<file path="config.mk">
export PLATFORM = sky130hd
export DESIGN_NAME = txSched
export DESIGN_NICKNAME = d
export VERILOG_FILES = /design/src/rtl/txSchedPkg.sv /design/src/rtl/txSchedCtrl.sv /design/src/rtl/txSchedData.sv /design/src/rtl/txSched.sv
export SDC_FILE = /design/constraint.sdc
export NUM_CORES = 1
export LEC_CHECK = 0
export BUFFER_PORTS_ARGS = -buffer_cell sky130_fd_sc_hd__buf_2
export CORE_MARGIN = 5
export CORE_UTILIZATION = 40
export CTS_BUF_LIST = sky130_fd_sc_hd__clkbuf_4
export CTS_CLUSTER_DIAMETER = 30
export DETAILED_ROUTE_END_ITERATION = 16
export HOLD_SLACK_MARGIN = 0.1
export PLACE_DENSITY = 0.7
export SYNTH_ARGS = -nofsm -noshare
export SYNTH_HDL_FRONTEND = slang
export SYNTH_SLANG_ARGS = --single-unit
</file>
<file path="constraint.sdc">
create_clock -name clk -period 7.8 [get_ports clk]
set_clock_uncertainty 0.15 [all_clocks]
set_input_delay 1.17 -clock clk [delete_from_list [all_inputs] [get_ports clk]]
set_output_delay 1.17 -clock clk [all_outputs]
set_load 0.005 [all_outputs]
</file>
<file path="src/rtl/txSchedPkg.sv">
package txSchedPkg;
  localparam int BYTE_W = 8;
  localparam int PRI_W  = 2;

  // byte layout positions, decoded by software
  localparam int B_DIR  = 7;
  localparam int B_ABT  = 6;
  localparam int B_LOST = 5;
  localparam int B_ERR  = 4;
  localparam int B_REQ  = 3;
  localparam int B_AUTO = 2;

  typedef enum logic [1:0] {
    RES_DONE  = 2'd0,
    RES_ABORT = 2'd1,
    RES_LOST  = 2'd2,
    RES_ERR   = 2'd3
  } resKindE;

  // per-buffer strobes from control to datapath
  typedef struct packed {
    logic wrCtl;
    logic rtrSet;
    logic resDone;
    logic resAbt;
    logic resLost;
    logic resErr;
  } bufStbT;
endpackage

</file>
<file path="src/rtl/txSchedCtrl.sv">
module txSchedCtrl
  import txSchedPkg::*;
#(
  parameter int NUM_BUF = 8,
  localparam int NUM_REG = NUM_BUF / 2,
  localparam int AW = (NUM_REG > 1) ? $clog2(NUM_REG) : 1,
  localparam int IW = $clog2(NUM_BUF)
) (
  input  logic                           clk,
  input  logic                           rstN,
  input  logic                           wrEn,
  input  logic [AW-1:0]                  wrAddr,
  input  logic                           engStart,
  input  logic                           resValid,
  input  logic [1:0]                     resKind,
  input  logic [IW-1:0]                  resIdx,
  input  logic                           rtrHit,
  input  logic [IW-1:0]                  rtrIdx,
  input  logic [NUM_BUF-1:0]             dirV,
  input  logic [NUM_BUF-1:0]             reqV,
  input  logic [NUM_BUF-1:0]             autoV,
  input  logic [NUM_BUF-1:0][PRI_W-1:0]  priV,
  output bufStbT [NUM_BUF-1:0]           stb,
  output logic                           offerValid,
  output logic [IW-1:0]                  offerIdx,
  output logic                           busy
);
  resKindE kind;
  assign kind = resKindE'(resKind);

  genvar g;
  generate
    for (g = 0; g < NUM_BUF; g++) begin : gStb
      logic resHere;
      assign resHere          = resValid && (resIdx == IW'(g));
      assign stb[g].wrCtl     = wrEn && (wrAddr == AW'(g / 2));
      assign stb[g].rtrSet    = rtrHit && (rtrIdx == IW'(g)) && autoV[g];
      assign stb[g].resDone   = resHere && (kind == RES_DONE);
      assign stb[g].resAbt    = resHere && (kind == RES_ABORT);
      assign stb[g].resLost   = resHere && (kind == RES_LOST);
      assign stb[g].resErr    = resHere && (kind == RES_ERR);
    end
  endgenerate

  // highest priority pending transmit buffer, lowest index on tie
  logic             pickValid;
  logic [IW-1:0]    pickIdx;
  logic [PRI_W-1:0] pickPri;
  always_comb begin
    pickValid = 1'b0;
    pickIdx   = '0;
    pickPri   = '0;
    for (int i = 0; i < NUM_BUF; i++) begin
      if (dirV[i] && reqV[i] && (!pickValid || priV[i] > pickPri)) begin
        pickValid = 1'b1;
        pickIdx   = IW'(i);
        pickPri   = priV[i];
      end
    end
  end

  logic taken;
  assign taken = engStart && offerValid && !busy;

  always_ff @(posedge clk) begin
    if (!rstN) begin
      busy       <= 1'b0;
      offerValid <= 1'b0;
      offerIdx   <= '0;
    end else begin
      if (busy) begin
        if (resValid) busy <= 1'b0;
      end else if (taken) begin
        busy <= 1'b1;
      end
      if (!busy && !taken) begin
        offerValid <= pickValid;
        offerIdx   <= pickIdx;
      end
    end
  end
endmodule

</file>
<file path="src/rtl/txSchedData.sv">
module txSchedData
  import txSchedPkg::*;
#(
  parameter int NUM_BUF = 8,
  localparam int NUM_REG = NUM_BUF / 2,
  localparam int AW = (NUM_REG > 1) ? $clog2(NUM_REG) : 1,
  localparam int RW = 2 * BYTE_W
) (
  input  logic                           clk,
  input  logic                           rstN,
  input  bufStbT [NUM_BUF-1:0]           stb,
  input  logic [RW-1:0]                  wrData,
  input  logic [AW-1:0]                  rdAddr,
  output logic [RW-1:0]                  rdData,
  output logic [NUM_BUF-1:0]             dirV,
  output logic [NUM_BUF-1:0]             reqV,
  output logic [NUM_BUF-1:0]             autoV,
  output logic [NUM_BUF-1:0][PRI_W-1:0]  priV,
  output logic [NUM_BUF-1:0]             abtV,
  output logic [NUM_BUF-1:0]             abortReq
);
  logic [NUM_BUF-1:0][BYTE_W-1:0] rdByte;

  genvar g;
  generate
    for (g = 0; g < NUM_BUF; g++) begin : gBuf
      logic [BYTE_W-1:0] wb;
      logic lostQ, errQ;
      assign wb = wrData[BYTE_W*(g%2) +: BYTE_W];

      always_ff @(posedge clk) begin
        if (!rstN) begin
          dirV[g]     <= 1'b0;
          reqV[g]     <= 1'b0;
          autoV[g]    <= 1'b0;
          priV[g]     <= '0;
          abtV[g]     <= 1'b0;
          lostQ       <= 1'b0;
          errQ        <= 1'b0;
          abortReq[g] <= 1'b0;
        end else begin
          // engine results first, software last wins
          if (stb[g].resDone) begin
            reqV[g]     <= 1'b0;
            abortReq[g] <= 1'b0;
          end
          if (stb[g].resAbt) begin
            abtV[g]     <= 1'b1;
            abortReq[g] <= 1'b0;
          end
          if (stb[g].resLost) lostQ <= 1'b1;
          if (stb[g].resErr)  errQ  <= 1'b1;
          if (stb[g].rtrSet) begin
            reqV[g] <= 1'b1;
            abtV[g] <= 1'b0;
            lostQ   <= 1'b0;
            errQ    <= 1'b0;
          end
          if (stb[g].wrCtl) begin
            dirV[g]  <= wb[B_DIR];
            autoV[g] <= wb[B_AUTO];
            priV[g]  <= wb[PRI_W-1:0];
            reqV[g]  <= wb[B_REQ];
            if (wb[B_REQ]) begin
              abtV[g]     <= 1'b0;
              lostQ       <= 1'b0;
              errQ        <= 1'b0;
              abortReq[g] <= 1'b0;
            end else if (reqV[g]) begin
              abortReq[g] <= 1'b1;
            end
          end
        end
      end

      assign rdByte[g] = {dirV[g], abtV[g], lostQ, errQ,
                          reqV[g], autoV[g], priV[g]};
    end
  endgenerate

  always_comb begin
    rdData = '0;
    for (int i = 0; i < NUM_BUF; i++) begin
      if (rdAddr == AW'(i / 2)) rdData[BYTE_W*(i%2) +: BYTE_W] = rdByte[i];
    end
  end
endmodule

</file>
<file path="src/rtl/txSched.sv">
module txSched
  import txSchedPkg::*;
#(
  parameter int NUM_BUF = 8,
  localparam int NUM_REG = NUM_BUF / 2,
  localparam int AW = (NUM_REG > 1) ? $clog2(NUM_REG) : 1,
  localparam int IW = $clog2(NUM_BUF),
  localparam int RW = 2 * BYTE_W
) (
  input  logic               clk,
  input  logic               rstN,
  input  logic               wrEn,
  input  logic [AW-1:0]      wrAddr,
  input  logic [RW-1:0]      wrData,
  input  logic [AW-1:0]      rdAddr,
  output logic [RW-1:0]      rdData,
  output logic               offerValid,
  output logic [IW-1:0]      offerIdx,
  input  logic               engStart,
  input  logic               resValid,
  input  logic [1:0]         resKind,
  input  logic [IW-1:0]      resIdx,
  output logic [NUM_BUF-1:0] abortReq,
  input  logic               rtrHit,
  input  logic [IW-1:0]      rtrIdx
);
  bufStbT [NUM_BUF-1:0]          stb;
  logic [NUM_BUF-1:0]            dirV, reqV, autoV, abtV;
  logic [NUM_BUF-1:0][PRI_W-1:0] priV;
  logic                          busy;

  txSchedCtrl #(.NUM_BUF(NUM_BUF)) ctrlI (
    .clk(clk), .rstN(rstN), .wrEn(wrEn), .wrAddr(wrAddr),
    .engStart(engStart), .resValid(resValid), .resKind(resKind),
    .resIdx(resIdx), .rtrHit(rtrHit), .rtrIdx(rtrIdx),
    .dirV(dirV), .reqV(reqV), .autoV(autoV), .priV(priV),
    .stb(stb), .offerValid(offerValid), .offerIdx(offerIdx), .busy(busy)
  );

  txSchedData #(.NUM_BUF(NUM_BUF)) dataI (
    .clk(clk), .rstN(rstN), .stb(stb), .wrData(wrData),
    .rdAddr(rdAddr), .rdData(rdData), .dirV(dirV), .reqV(reqV),
    .autoV(autoV), .priV(priV), .abtV(abtV), .abortReq(abortReq)
  );
endmodule

</file>
After elaboration in Yosys (flattened, before gate mapping). Cells that the tools add are included.

Output and inout bits: 28. Bits in latches: 0. Memories: 0. Flip-flop bits (word level): 77. Bits in read-only memories: 0. RAM bits: 0.

$mul: 0. Equality and inequality tests: 23. Shifts and indexed selects: 0. Muxes and demuxes: 193. Reductions and logical operators: 107. Div/mod/pow operators: 0. Bitwise logic cells: 0. Add/subtract/negate cells: 0. Order comparisons: 7.

Operators by type and width (number): two-way mux 1 bit (172); logical AND 1 bit (78); two-way mux 8 bit (8); == test 3 bit (second input constant) (8); nonzero test 3 bit (8); two-way mux 2 bit (9); greater-than comparator 2 bit (7); == test 2 bit (second input constant) (6); == test 3 x 2 -> 1 bit (second input constant) (4); two-way mux 3 bit (4); logical NOT 1 bit (9); logical OR 1 bit (7); == test 2 x 1 -> 1 bit (second input constant) (3); == test 3 x 1 -> 1 bit (second input constant) (2); logical NOT 2 bit (3); logical NOT 3 bit (2).

Longest topological paths before layout.
Depth after elaboration: 30. Gate-level depth with buffers: 48. Gate-level depth less buffers: 48.

Modules after synthesis. From an unflattened synthesis, not the netlist that was laid out.

Cell total of the unflattened synthesis: 465. Area, all modules: 4254.1 sq um.

Modules (own cells, without submodules): txSchedData (times used 1, sequential area each 1441.4 sq um, area each 3062.9 sq um, cells an instance 273); txSchedCtrl (times used 1, sequential area each 100.1 sq um, area each 1191.1 sq um, cells an instance 192).

Worst setup path after synthesis. Ideal clock, no wire load.

Kind: flip-flop to flip-flop. Start: reg dataI.reqV[0]. End: reg ctrlI.offerIdx[2]. Path buffers: 0. Stages on the path, launching flop included: 47. Data arrival time: 7579 ps. Path slack: -67 ps. Required time: 7512 ps. Setup time: 138 ps. Cell sequence: dfxtp_1 -> and2_2 -> nand2_1 -> ha_1 -> nor2b_1 -> o2111ai_1 -> o21ai_0 -> a22o_2 -> ha_1 -> nor2_1 -> a22oi_1 -> nor2_1 -> a31oi_1 -> mux2i_1 -> inv_1 -> ha_1 -> nor2_1 -> o311ai_0 -> [11 not listed] -> a21oi_1 -> o22a_1 -> o21ai_0 -> o22ai_1 -> ha_1 -> nand2_1 -> o21ai_0 -> nand2_1 -> nand3_1 -> o22a_1 -> o31ai_2 -> ha_1 -> inv_1 -> a21oi_1 -> a21oi_1 -> o21bai_1 -> and2_1 -> a41oi_1.

Word-level cells in the longest chain between the ends: 30. Elaborated cells between the ends (all ways): 47.

Ends and longest elaborated chain: start, declared (line txSchedData.sv:16) `output logic [NUM_BUF-1:0] reqV,`; start signal, assigned by index (line txSchedData.sv:63) `reqV[g] <= wb[B_REQ];`; logical AND 1 bit (*) (line txSchedCtrl.sv:54) `if (dirV[i] && reqV[i] && (!pickValid || priV[i] > pickPri)) begin`; two-way mux 2 bit or two-way mux 1 bit (tied branches) (line txSchedCtrl.sv:54); greater-than comparator 2 bit or logical NOT 1 bit (tied branches) (line txSchedCtrl.sv:54); logical OR 1 bit (line txSchedCtrl.sv:54); logical AND 1 bit (line txSchedCtrl.sv:54); two-way mux 2 bit or two-way mux 1 bit (tied branches) (line txSchedCtrl.sv:54); greater-than comparator 2 bit or logical NOT 1 bit (tied branches) (line txSchedCtrl.sv:54); logical OR 1 bit (line txSchedCtrl.sv:54); [14 not listed]; greater-than comparator 2 bit or logical NOT 1 bit (tied branches) (line txSchedCtrl.sv:54); logical OR 1 bit (line txSchedCtrl.sv:54); logical AND 1 bit (line txSchedCtrl.sv:54); two-way mux 2 bit or two-way mux 1 bit (tied branches) (line txSchedCtrl.sv:54); greater-than comparator 2 bit or logical NOT 1 bit (tied branches) (line txSchedCtrl.sv:54); logical OR 1 bit (line txSchedCtrl.sv:54); logical AND 1 bit (line txSchedCtrl.sv:54); two-way mux 3 bit (*) (line txSchedCtrl.sv:54); end signal, assigned (line txSchedCtrl.sv:78) `offerIdx <= pickIdx;`; end, declared (line txSchedCtrl.sv:25) `output logic [IW-1:0] offerIdx,`.

Every way passes the cells marked *; elsewhere a longest branch is shown, timed or not. A chain may end at the register's enable or synchronous reset.

Worst setup path in the final report.
Start: reg dataI.reqV[0]. End: reg ctrlI.offerIdx[0].

Same word-level chain as after synthesis.

==> summary.txt <==
Outcome
  – Status: finished with violations
  – Failing checks: setup timing

Clocking
  – Clock tree sinks: 77
  – Depth of the CTS H-tree: 3
  – Worst-Skew Late Latency: 460 ps
  – CTS Hold Buffers Added: 0
  – Clk root buf: clkbuf_4
  – Clock transition at path regs: 140 ps
  – Clk buf depth: 2
  – CTS tree: done
  – CTS buffer count: 9

Critical path
  – Endpoint class of the critical path: register
  – Worst setup startpoint: dataI.reqV[0]
  – Setup crit start kind: register
  – Crit-path max cell delay: 350 ps
  – CP Data Arrival Time: ~8000 ps
  – Slowest-stage cell, CP: dfxtp_2
  – Kind of critical path: register to register
  – Critical Path RT: 8020 ps
  – R2R Path Start: dataI.reqV[0]
  – Critical-path maximum fanout: 6

Routing
  – Wire length per cell: 17.6 um
  – Iter 0 DRT Violations: ~410
  – Vias: 4105
  – Drt drc: 0
  – Final wirelength: about 13000 um
  – Routed Antenna Nets: 0
  – Via density per instance: 5.70
  – DRT Pass-1 Iters: 5

Yosys
  – Seq/Total Area, Yosys: 38.0%
  – Dominant cell type by area after synthesis: dfxtp_1
  – Commonest cells post-synth: 111 x nand2_1, 77 x dfxtp_1, 46 x nor2_1
  – Mapped Nets: 546
  – Top-area cell type share of the netlist area: 38.0%
  – Mapped Cells: about 500
  – Register bit total from synthesis: 77
  – Synth Cell Area: roughly 4100 sq um
  – Synth area leaders: dfxtp_1 38%, nand2_1 10%, mux4_2 8.3%
  – Synth warnings: 0
  – Syn Area/Cell: around 8.1 sq um
  – Most common flop cell mapped by yosys: dfxtp_1
  – Post-synth EDFFs: 0
  – Synth async-reset ratio: 0%
  – Netlist cell types: 49
  – Most common cell in the synthesized netlist: nand2_1

Place
  – Placer Congestion: 0.880
  – Post-DP Area: 4570 sq um
  – Place WS: -406 ps
  – Post-DP HPWL: 8790 um
  – PortBufs: 55
  – Placed cells: 686

Power
  – Switching Power: 213 uW
  – PwrDens: 149 nW/um^2
  – Sequential cell fraction of total power: 55.3%
  – Switching share of power: 28.3%
  – Leakage Power: 1.97 nW
  – Worst VDD drop: 0.0658 mV
  – Pwr Total: 754 uW
  – Comb power frac: 12.7%
  – Clock power frac: 32.0%
  – Internal power: 540 uW

Layout
  – Layout area overhead: 24.8%
  – Share of layout cells above drive strength 1: between 20% and 30%
  – Final Non-Filler Cells: between 700 and 800
  – Final instance area: 5060 sq um
  – Final core occ: 51.5%
  – Fillcell total: ~950
  – Nets: 625

Global route
  – Total Routing Usage GR: 20.3%
  – Initial antenna violation count: 1
  – Largest net degree at the start of global routing: 62
  – First-pass GRT wire length: 20000 um
  – Vias in the first global route: 3965
  – Gr ovfl total: 0

Run
  – Max_cap viols: 0

STA
  – Hold Fails Final Rpt: 0
  – Final WS setup: -60.5 ps
  – Max Freq: 127 MHz
  – Final setup fails: 2
  – Final Cycle Share: 101%
  – Slew Viols, Final: 0
  – Minimum clock period: 7860 ps
  – Total negative slack: -86.0 ps
  – RSZ-0062 raised after global routing: true
  – Hold slack: between 300 and 400 ps
  – Slew HR: ~29%
  – Slew @ Worst Pin: 1060 ps

Worst hold path
  – Worst Min Path Start: dataI.abtV[4]
  – Worst hold-check path type: register to register

Floorplan
  – IO Pins: 62
  – Core area: 9820 sq um
  – Site Rows: 36
  – Die ar.: 12200 sq um
  – Y dimension of the die: 111 um
  – Initial core utilization: between 40% and 50%
  – Chip width: between 100 and 150 um
==> repair_timing <==
item | CTS | global route
endpoints found under the setup margin | 3 | 3
hold endpoints to repair | 0 | 0
setup buffers | 9 | 8
gates resized for setup | 30 | 17
pin swaps | 23 | 25
gates cloned | 0 | 0
==> cells by family (layout without fill, tap and decap cells) <==
group | Yosys count | in the layout | share of synthesized area (%)
flops | 77 | 77 | 38.0
compound gates | 143 | 143 | 22.8
fa+ha+maj | 10 | 10 | 3.09
buf+inv | 36 | 120 | 3.33
mux | 17 | 17 | 9.23
other cells | 0 | 1 | 0
simple gates | 219 | 219 | 23.5
==> registers in the layout, indices dropped and copies added (netlist names), 8 cells and up <==
name              count
dataI.abortReq        8
dataI.abtV            8
dataI.autoV           8
dataI.dirV            8
dataI.gBuf.errQ       8
dataI.gBuf.lostQ      8
dataI.priV           16
dataI.reqV            8
==> cells in the final DEF, fill, tap and decap left out, types with 2 or more instances in the layout <==
| master | n |
|---|---|
| a21boi_0 | 32 |
| a21oi_1 | 34 |
| a21oi_2 | 4 |
| a22oi_1 | 2 |
| a31oi_1 | 12 |
| and2_1 | 2 |
| and2_4 | 2 |
| and3_1 | 2 |
| buf_2 | 55 |
| buf_4 | 37 |
| buf_6 | 2 |
| clkbuf_4 | 10 |
| clkinv_1 | 3 |
| dfxtp_1 | 75 |
| dfxtp_2 | 2 |
| ha_1 | 4 |
| ha_4 | 5 |
| inv_1 | 9 |
| mux4_2 | 15 |
| nand2_1 | 109 |
| nand2_2 | 2 |
| nand2b_1 | 4 |
| nand3_1 | 24 |
| nand4_1 | 6 |
| nor2_1 | 40 |
| nor2_2 | 2 |
| nor2_4 | 4 |
| nor2b_1 | 9 |
| nor3_1 | 2 |
| o21ai_0 | 31 |
| o21ai_1 | 2 |
| o21bai_1 | 2 |
| o22a_1 | 2 |
| o22ai_1 | 3 |
| or2_2 | 2 |
==> power by group through the flow <==
stage / Combinational (mW) / Sequential [mW] / Clock, mW
after global routing: 0.105 / 0.418 / 0.262
final: 0.0955 / 0.417 / 0.241
after detailed placement: 0.0873 / 0.424 / 0
after CTS: 0.0913 / 0.415 / 0.242
after floorplan: 0.0541 / 0.420 / 0
after global placement: 0.0851 / 0.424 / 0
==> worst max-delay path, delay by kind of cell, from the launching register on <==
family / cells / cell delay [ps]
and+or+nand+nor: 15 / 1660
AOI/OAI and AO/OA: 22 / 3220
adders and majority gates: 7 / 1790
DFF: 1 / 350
muxes: 1 / 300
buffers and inverters: 3 / 300
==> layout make-up <==
cell class                 instances  area, sq um  area share [%]
multi-input combinational        389         2600            51.5
sequential                        77         1540            30.5
timing repair buffer              94          576            11.4
tap                              133          166            3.29
clock buffer                      10         75.1            1.48
clock inverter                     6         53.8            1.06
inverter                          10         37.5           0.742
antenna                            1         2.50          0.0495
==> routing by layer <==
metal  wire length [um]  GRT usage (%)  vias up  part of all wire [%]
li1                   -              -     1955                     -
met4                490           11.3        0                   3.9
met5                  0              0        -                     0
met1               5410           26.2     1921                    43
met3                878           3.98       37                   6.9
met2               5870           31.7      192                    46
==> final timing paths <==
kind,endpoint,slack [ps],cells after the start
worst max-delay path,ctrlI.offerIdx[0],-60,48
worst min-delay path,dataI.abtV[4],330,2
worst max register to register,ctrlI.offerIdx[0],-60,48
worst min register to register,dataI.abtV[4],330,2
(Power assumes the default switching activity.)
